[src/rtl/ppt_pkg.sv]
package ppt_pkg;
   localparam int BUS_W   = 32;
   localparam int RUN_POS = 24;
   localparam int IEN_POS = 25;

   typedef enum logic [1:0] {
      WA_MODE  = 2'd0,
      WA_STAT  = 2'd1,
      WA_VALUE = 2'd2,
      WA_IMAGE = 2'd3
   } word_addr_e;
endpackage

[src/rtl/ppt_prescale.sv]
module ppt_prescale #(
   parameter int DIV = 16
) (
   input  logic clk,
   input  logic rst_n,
   input  logic run,
   output logic strobe,
   output logic busy
);
   initial begin
      assert (DIV >= 1) else $error("ppt_prescale: DIV must be at least 1");
   end

   generate
      if (DIV == 1) begin : g_direct
         assign strobe = run;
         assign busy   = 1'b0;
      end else begin : g_div
         localparam int PW = $clog2(DIV);
         localparam logic [PW-1:0] LAST = PW'(DIV - 1);
         logic [PW-1:0] pre_q;

         always_ff @(posedge clk or negedge rst_n) begin
            if (!rst_n)             pre_q <= '0;
            else if (!run)          pre_q <= '0;
            else if (pre_q == LAST) pre_q <= '0;
            else                    pre_q <= pre_q + 1'b1;
         end

         assign strobe = run && (pre_q == LAST);
         assign busy   = (pre_q != '0);

         assert_stride_R2: assert property (@(posedge clk) disable iff (!rst_n)
            strobe |=> !strobe);
      end
   endgenerate
endmodule

[src/rtl/ppt_count.sv]
module ppt_count #(
   parameter int W = 20
) (
   input  logic         clk,
   input  logic         rst_n,
   input  logic         step,
   input  logic [W-1:0] interval,
   output logic [W-1:0] cnt,
   output logic         wrap
);
   assign wrap = step && (cnt == interval);

   always_ff @(posedge clk or negedge rst_n) begin
      if (!rst_n)    cnt <= '0;
      else if (wrap) cnt <= '0;
      else if (step) cnt <= cnt + 1'b1;
   end

   assert_wrap_R3: assert property (@(posedge clk) disable iff (!rst_n)
      wrap |=> (cnt == '0));
   assert_hold_R2: assert property (@(posedge clk) disable iff (!rst_n)
      !step |=> $stable(cnt));
endmodule

[src/rtl/ppt_accum.sv]
module ppt_accum #(
   parameter int W   = 12,
   parameter bit SAT = 1'b1
) (
   input  logic         clk,
   input  logic         rst_n,
   input  logic         tick,
   input  logic         clr,
   output logic [W-1:0] count
);
   localparam logic [W-1:0] TOP = '1;
   logic [W-1:0] base;
   logic [W-1:0] nxt;

   assign base = clr ? '0 : count;

   generate
      if (SAT) begin : g_sat
         assign nxt = (tick && base != TOP) ? base + 1'b1 : base;

         assert_mono_R7: assert property (@(posedge clk) disable iff (!rst_n)
            !clr |=> (count >= $past(count)));
      end else begin : g_wrap
         assign nxt = tick ? base + 1'b1 : base;
      end
   endgenerate

   always_ff @(posedge clk or negedge rst_n) begin
      if (!rst_n) count <= '0;
      else        count <= nxt;
   end

   assert_clr_R5: assert property (@(posedge clk) disable iff (!rst_n)
      (clr && !tick) |=> (count == '0));
   assert_same_R6: assert property (@(posedge clk) disable iff (!rst_n)
      (clr && tick) |=> (count == W'(1)));
endmodule

[src/rtl/ppt_tick_timer.sv]
module ppt_tick_timer
   import ppt_pkg::*;
#(
   parameter int CNT_W    = 20,
   parameter int TICK_W   = 12,
   parameter int DIV      = 16,
   parameter bit SATURATE = 1'b1
) (
   input  logic             clk,
   input  logic             rst_n,
   input  logic             bus_sel,
   input  logic             bus_wr,
   input  logic [1:0]       bus_addr,
   input  logic [BUS_W-1:0] bus_wdata,
   output logic [BUS_W-1:0] bus_rdata,
   output logic             irq
);
   initial begin
      assert (CNT_W + TICK_W == BUS_W) else $error("ppt_tick_timer: fields must fill the bus word");
      assert (CNT_W <= RUN_POS) else $error("ppt_tick_timer: interval overlaps enable bits");
   end

   logic [CNT_W-1:0]  int_q;
   logic              run_q;
   logic              ien_q;
   logic [CNT_W-1:0]  cnt;
   logic [TICK_W-1:0] ticks;
   logic              step, wrap, pre_busy, active, pending;
   logic              wr_mode, rd_value;

   assign wr_mode  = bus_sel && bus_wr  && (bus_addr == WA_MODE);
   assign rd_value = bus_sel && !bus_wr && (bus_addr == WA_VALUE);

   always_ff @(posedge clk or negedge rst_n) begin
      if (!rst_n) begin
         int_q <= '0;
         run_q <= 1'b0;
         ien_q <= 1'b0;
      end else if (wr_mode) begin
         int_q <= bus_wdata[CNT_W-1:0];
         run_q <= bus_wdata[RUN_POS];
         ien_q <= bus_wdata[IEN_POS];
      end
   end

   // keep running until the period in progress has closed
   assign active = run_q || (cnt != '0) || pre_busy;

   ppt_prescale #(.DIV(DIV)) u_pre (
      .clk(clk), .rst_n(rst_n), .run(active), .strobe(step), .busy(pre_busy)
   );

   ppt_count #(.W(CNT_W)) u_cnt (
      .clk(clk), .rst_n(rst_n), .step(step), .interval(int_q), .cnt(cnt), .wrap(wrap)
   );

   ppt_accum #(.W(TICK_W), .SAT(SATURATE)) u_acc (
      .clk(clk), .rst_n(rst_n), .tick(wrap), .clr(rd_value), .count(ticks)
   );

   assign pending = (ticks != '0);
   assign irq     = pending && ien_q && run_q;

   always_comb begin
      bus_rdata = '0;
      case (bus_addr)
         WA_MODE: begin
            bus_rdata[CNT_W-1:0] = int_q;
            bus_rdata[RUN_POS]   = run_q;
            bus_rdata[IEN_POS]   = ien_q;
         end
         WA_STAT:  bus_rdata[0] = pending;
         default:  bus_rdata    = {ticks, cnt};
      endcase
   end

   assert_irq_R9: assert property (@(posedge clk) disable iff (!rst_n)
      irq |-> (ticks != '0));
   assert_stop_R10: assert property (@(posedge clk) disable iff (!rst_n)
      (!run_q && cnt == '0 && !pre_busy) |=> (cnt == '0));
endmodule

[config.mk]
export PLATFORM = sky130hd
export DESIGN_NAME = ppt_tick_timer
export DESIGN_NICKNAME = d
export VERILOG_FILES = /design/src/rtl/ppt_pkg.sv /design/src/rtl/ppt_prescale.sv /design/src/rtl/ppt_count.sv /design/src/rtl/ppt_accum.sv /design/src/rtl/ppt_tick_timer.sv
export SDC_FILE = /design/constraint.sdc
export NUM_CORES = 1
export LEC_CHECK = 0
export BUFFER_PORTS_ARGS = -buffer_cell sky130_fd_sc_hd__buf_2
export CELL_PAD_IN_SITES_DETAIL_PLACEMENT = 0
export CELL_PAD_IN_SITES_GLOBAL_PLACEMENT = 1
export CORE_MARGIN = 2
export CORE_UTILIZATION = 38
export CTS_CLUSTER_DIAMETER = 100
export CTS_CLUSTER_SIZE = 8
export DETAILED_ROUTE_END_ITERATION = 8
export PLACE_DENSITY = 0.82
export SKIP_CTS_REPAIR_TIMING = 1
export SLEW_MARGIN = 15
export SYNTH_ARGS = -nofsm -noshare
export SYNTH_HDL_FRONTEND = slang
export SYNTH_SLANG_ARGS = --single-unit
[constraint.sdc]
create_clock -name clk -period 1.95 [get_ports clk]
set_input_delay 0.39 -clock clk [delete_from_list [all_inputs] [get_ports clk]]
set_output_delay 0.39 -clock clk [all_outputs]
set_load 0.02 [all_outputs]
==> metrics.csv <==
stage,metric,value,unit
worst_setup_path,critical path's top delay family,simple AND/OR/NAND/NOR gates,
worst_setup_path,crit path max-delay cell type,or4_4,
logic_synthesis,leading area contributor after synthesis,dfrtp_1,
logic_synthesis,largest family of logic cells by synthesized area,simple AND/OR/NAND/NOR gates,
place,Final Wtd Congestion,0.908,
logic_synthesis,"EDFF count, synth",0,
drt,DR iter-0 viols,127,
worst_setup_path,Worst path max stage delay,0.51,ns
worst_setup_path,Critical R2R Capture,u_acc.count[7]$_DFF_PN0_,
global_route,first-pass GRT wire length,15.7,mm
sta,max-slew violations,0,
sta,final hold violation count,0,
pwr,P_int,2.71,mW
drt,Avg WL per Cell,16.1,um
sta,Final setup viols,6,
drt,Final ANT Viol Nets,0,
sta,Worst Clk Skew,0.00896,ns
worst_setup_path,Crit Reg-Reg Startpoint,u_cnt.cnt[8]$_DFFE_PN0P_,
logic_synthesis,Yosys cell types,39,
place,Setup WS pre-CTS,-0.271,ns
clock_network,# clock sinks,58,
worst_setup_path,crit path capture type,flip-flop,
worst_setup_path,worst setup path class,reg2reg,
pwr,Net Sw Power,1.17,mW
status,status,finished with violations,
logic_synthesis,Mapped Nets,414,
global_route,vias in the first global route,3123,
logic_synthesis,Synth warnings,0,
global_route,largest net degree at the start of global routing,59,
logic_synthesis,Synth top area share,41.2,%
clock_network,# H-tree levels,3,
run,Max-cap violations,0,
worst_setup_path,Crit. Startpoint,u_cnt.cnt[8]$_DFFE_PN0P_,
cells_and_area,"Core Util, Final",54.9,%
clock_network,"CTS clk-pin slew, worst paths",0.07,ns
floorplan,row count,35,
cells_and_area,proportion of layout cells with a drive suffix above 1,44.2,%
place,Port Buf Inserts,60,
sta,Worst-Margin Slew,0.548,ns
sta,post-route setup slack,-0.0969,ns
status,failing checks,setup timing,
floorplan,Die Ht,100,um
logic_synthesis,"Primary FF master, synth",dfrtp_1,
global_route,gr ovfl total,0,
logic_synthesis,xor and xnor area share after synthesis,9.94,%
floorplan,Initial Util,38.7,%
drt,DRC Markers,0,
floorplan,area of the core,9110,um^2
pwr,worst vdd ir,0.399,mV
hold_path,worst min path class,in2async,
place,DP Wirelength,6.91,mm
logic_synthesis,compound-gate portion of the synthesized area,7.38,%
logic_synthesis,Syn Std Cell Area,3520,um^2
logic_synthesis,most frequent cell after synthesis,dfrtp_1,
sta,Tcrit/Tclk final,105,%
logic_synthesis,Post-Syn Instances,371,
logic_synthesis,Post-synth top cells,"58 x dfrtp_1, 34 x nand2_1, 26 x nor2_1",
logic_synthesis,Seq cells post-synth,58,
clock_network,CTS tree,built,
drt,Routed WL,9.89,mm
clock_network,CTS Buffer Depth,2,
global_route,initial antenna violation count,0,
pwr,Switching Fraction,30.2,%
drt,routed vias,3249,
sta,Final min period,2.05,ns
sta,Fmax,489,MHz
logic_synthesis,Synth Area in Adders,1.77,%
logic_synthesis,post-synthesis mux area share,8.48,%
logic_synthesis,Synth Area in Simple Gates,26.3,%
clock_network,clk root buf,clkbuf_8,
cells_and_area,Area Overhead vs Synth,41.9,%
pwr,power share of the sequential group,39.6,%
worst_setup_path,type of origin of the critical path,flip-flop,
worst_setup_path,worst-path cell chain,"xor2_1, nor4_2, buf_4, nand3_4, buf_6, or4_4, a21oi_2",
worst_setup_path,"Max FO, Critical Path",5,
worst_setup_path,Setup crit end,u_acc.count[7]$_DFF_PN0_,
logic_synthesis,ranking of synthesized cells by area,"dfrtp_1 41%, mux2_2 7.3%, xor2_1 5.5%",
worst_setup_path,Worst Path Required,2.22,ns
pwr,Leak,2.34,nW
floorplan,I/O Pins,71,
worst_setup_path,R2R depth,7,
floorplan,DIE WIDTH,100,um
cells_and_area,# diodes,0,
logic_synthesis,sequential area share after synthesis,41.2,%
pwr,pwr dens,777,nW/um^2
drt,first-pass iteration count of the detailed router,4,
floorplan,die footprint,10100,um^2
worst_setup_path,Crit path buffers/inverters,2,
clock_network,Num CTS Buffers,9,
worst_setup_path,worst path arrival time,2.32,ns
logic_synthesis,syn_area_per_cell,9.50,um^2
clock_network,worst skew pair latency,0.34,ns
global_route,Tot GR Track Use,20.0,%
worst_setup_path,Worst path depth,7,
logic_synthesis,post-synthesis async set-or-reset flop share,100,%
sta,RSZ-0062 raised after global routing,true,
sta,Slew headroom,63.3,%
drt,Via density,5.30,
sta,hold slack,0.0420,ns
pwr,power share of the combinational group,25.8,%
cells_and_area,nets@finish,540,
pwr,clock network power share,34.6,%
worst_setup_path,r2r setup slk,-0.1,ns
area by class of cell:
cell class                 instances  area, um^2
multi-input combinational        277        2150
inverter                          11        41.3
sequential                        58        1460
fill                             811        4110
timing repair buffer             140         972
tap                              111         139
clock buffer                      11         131
clock inverter                     5         103
routing by layer:
layer  wire (um)  vias up  share of wire (%)  GRT usage (%)
met5           0        -                  0              0
li1            -     1549                  -              -
met2        4820      105                 49           32.0
met4         153        0                1.5           6.95
met1        4350     1581                 44           26.7
met3         561       14                5.7           4.39
cells by family after synthesis:
group                      count (synthesis)
AOI/OAI and AO/OA                         40
xor gates and xnor gates                  40
adders and majority gates                  5
buffers and inverters                     36
DFF                                       58
muxes                                     27
and+or+nand+nor                          165
power by group through the flow:
stage	sequential, mW	combinational [mW]	clock, mW
5_1_grt	1.57	1.11	1.44
4_1_cts	1.54	0.964	1.38
6_report	1.54	1.00	1.35
3_3_place_gp	1.55	0.928	0
3_5_place_dp	1.56	0.957	0
2_1_floorplan	1.53	0.574	0
state kept, by name, summed over array words and instances, names as in the netlist:
register           flops
u_pre.g_div.pre_q      4
u_cnt.cnt             20
u_acc.count           12
ien_q                  1
int_q                 20
run_q                  1
cells in the final DEF, fill, tap and decap left out, types with 4 or more instances in the layout:
master and instances:
nand3_1 11, nand2_1 34, buf_6 11, buf_2 58
mux2i_1 4, and3_1 7, xor2_1 21, nor4_2 8
nor2_1 23, nor4_1 5, buf_4 69, inv_1 11
nor3_1 10, xnor2_1 18, clkbuf_8 9, o21ai_0 15
mux2_2 22, ha_1 4, or4_4 4, a22o_1 10
dfrtp_1 51, dfrtp_2 7, nand2b_1 14, nand4_1 9
and2_1 13, nor4_4 4
metrics by stage:
stage	cell area [um^2]	total power, mW	instances	TNS [ns]
after global placement	4400	2.48	582	-3.77
final	5000	3.89	613	-0.419
after global routing	5000	4.12	613	-1.38
after detailed placement	4400	2.52	582	-3.80
after CTS	4630	3.88	598	-4.74
after floorplan	3580	2.11	371	0
worst min path at each step:
stage / endpoint / startpoint / slack [ns]
4_1_cts: u_acc.count[4]$_DFF_PN0_ / rst_n / 0.04
2_1_floorplan: ien_q$_DFFE_PN0P_ / rst_n / 0.09
5_1_grt: u_acc.count[9]$_DFF_PN0_ / rst_n / 0.04
6_report: u_acc.count[4]$_DFF_PN0_ / rst_n / 0.04
3_5_place_dp: u_acc.count[4]$_DFF_PN0_ / rst_n / 0.42
3_3_place_gp: u_acc.count[2]$_DFF_PN0_ / rst_n / 0.42
Note: power is estimated with default switching activity, not from simulation.
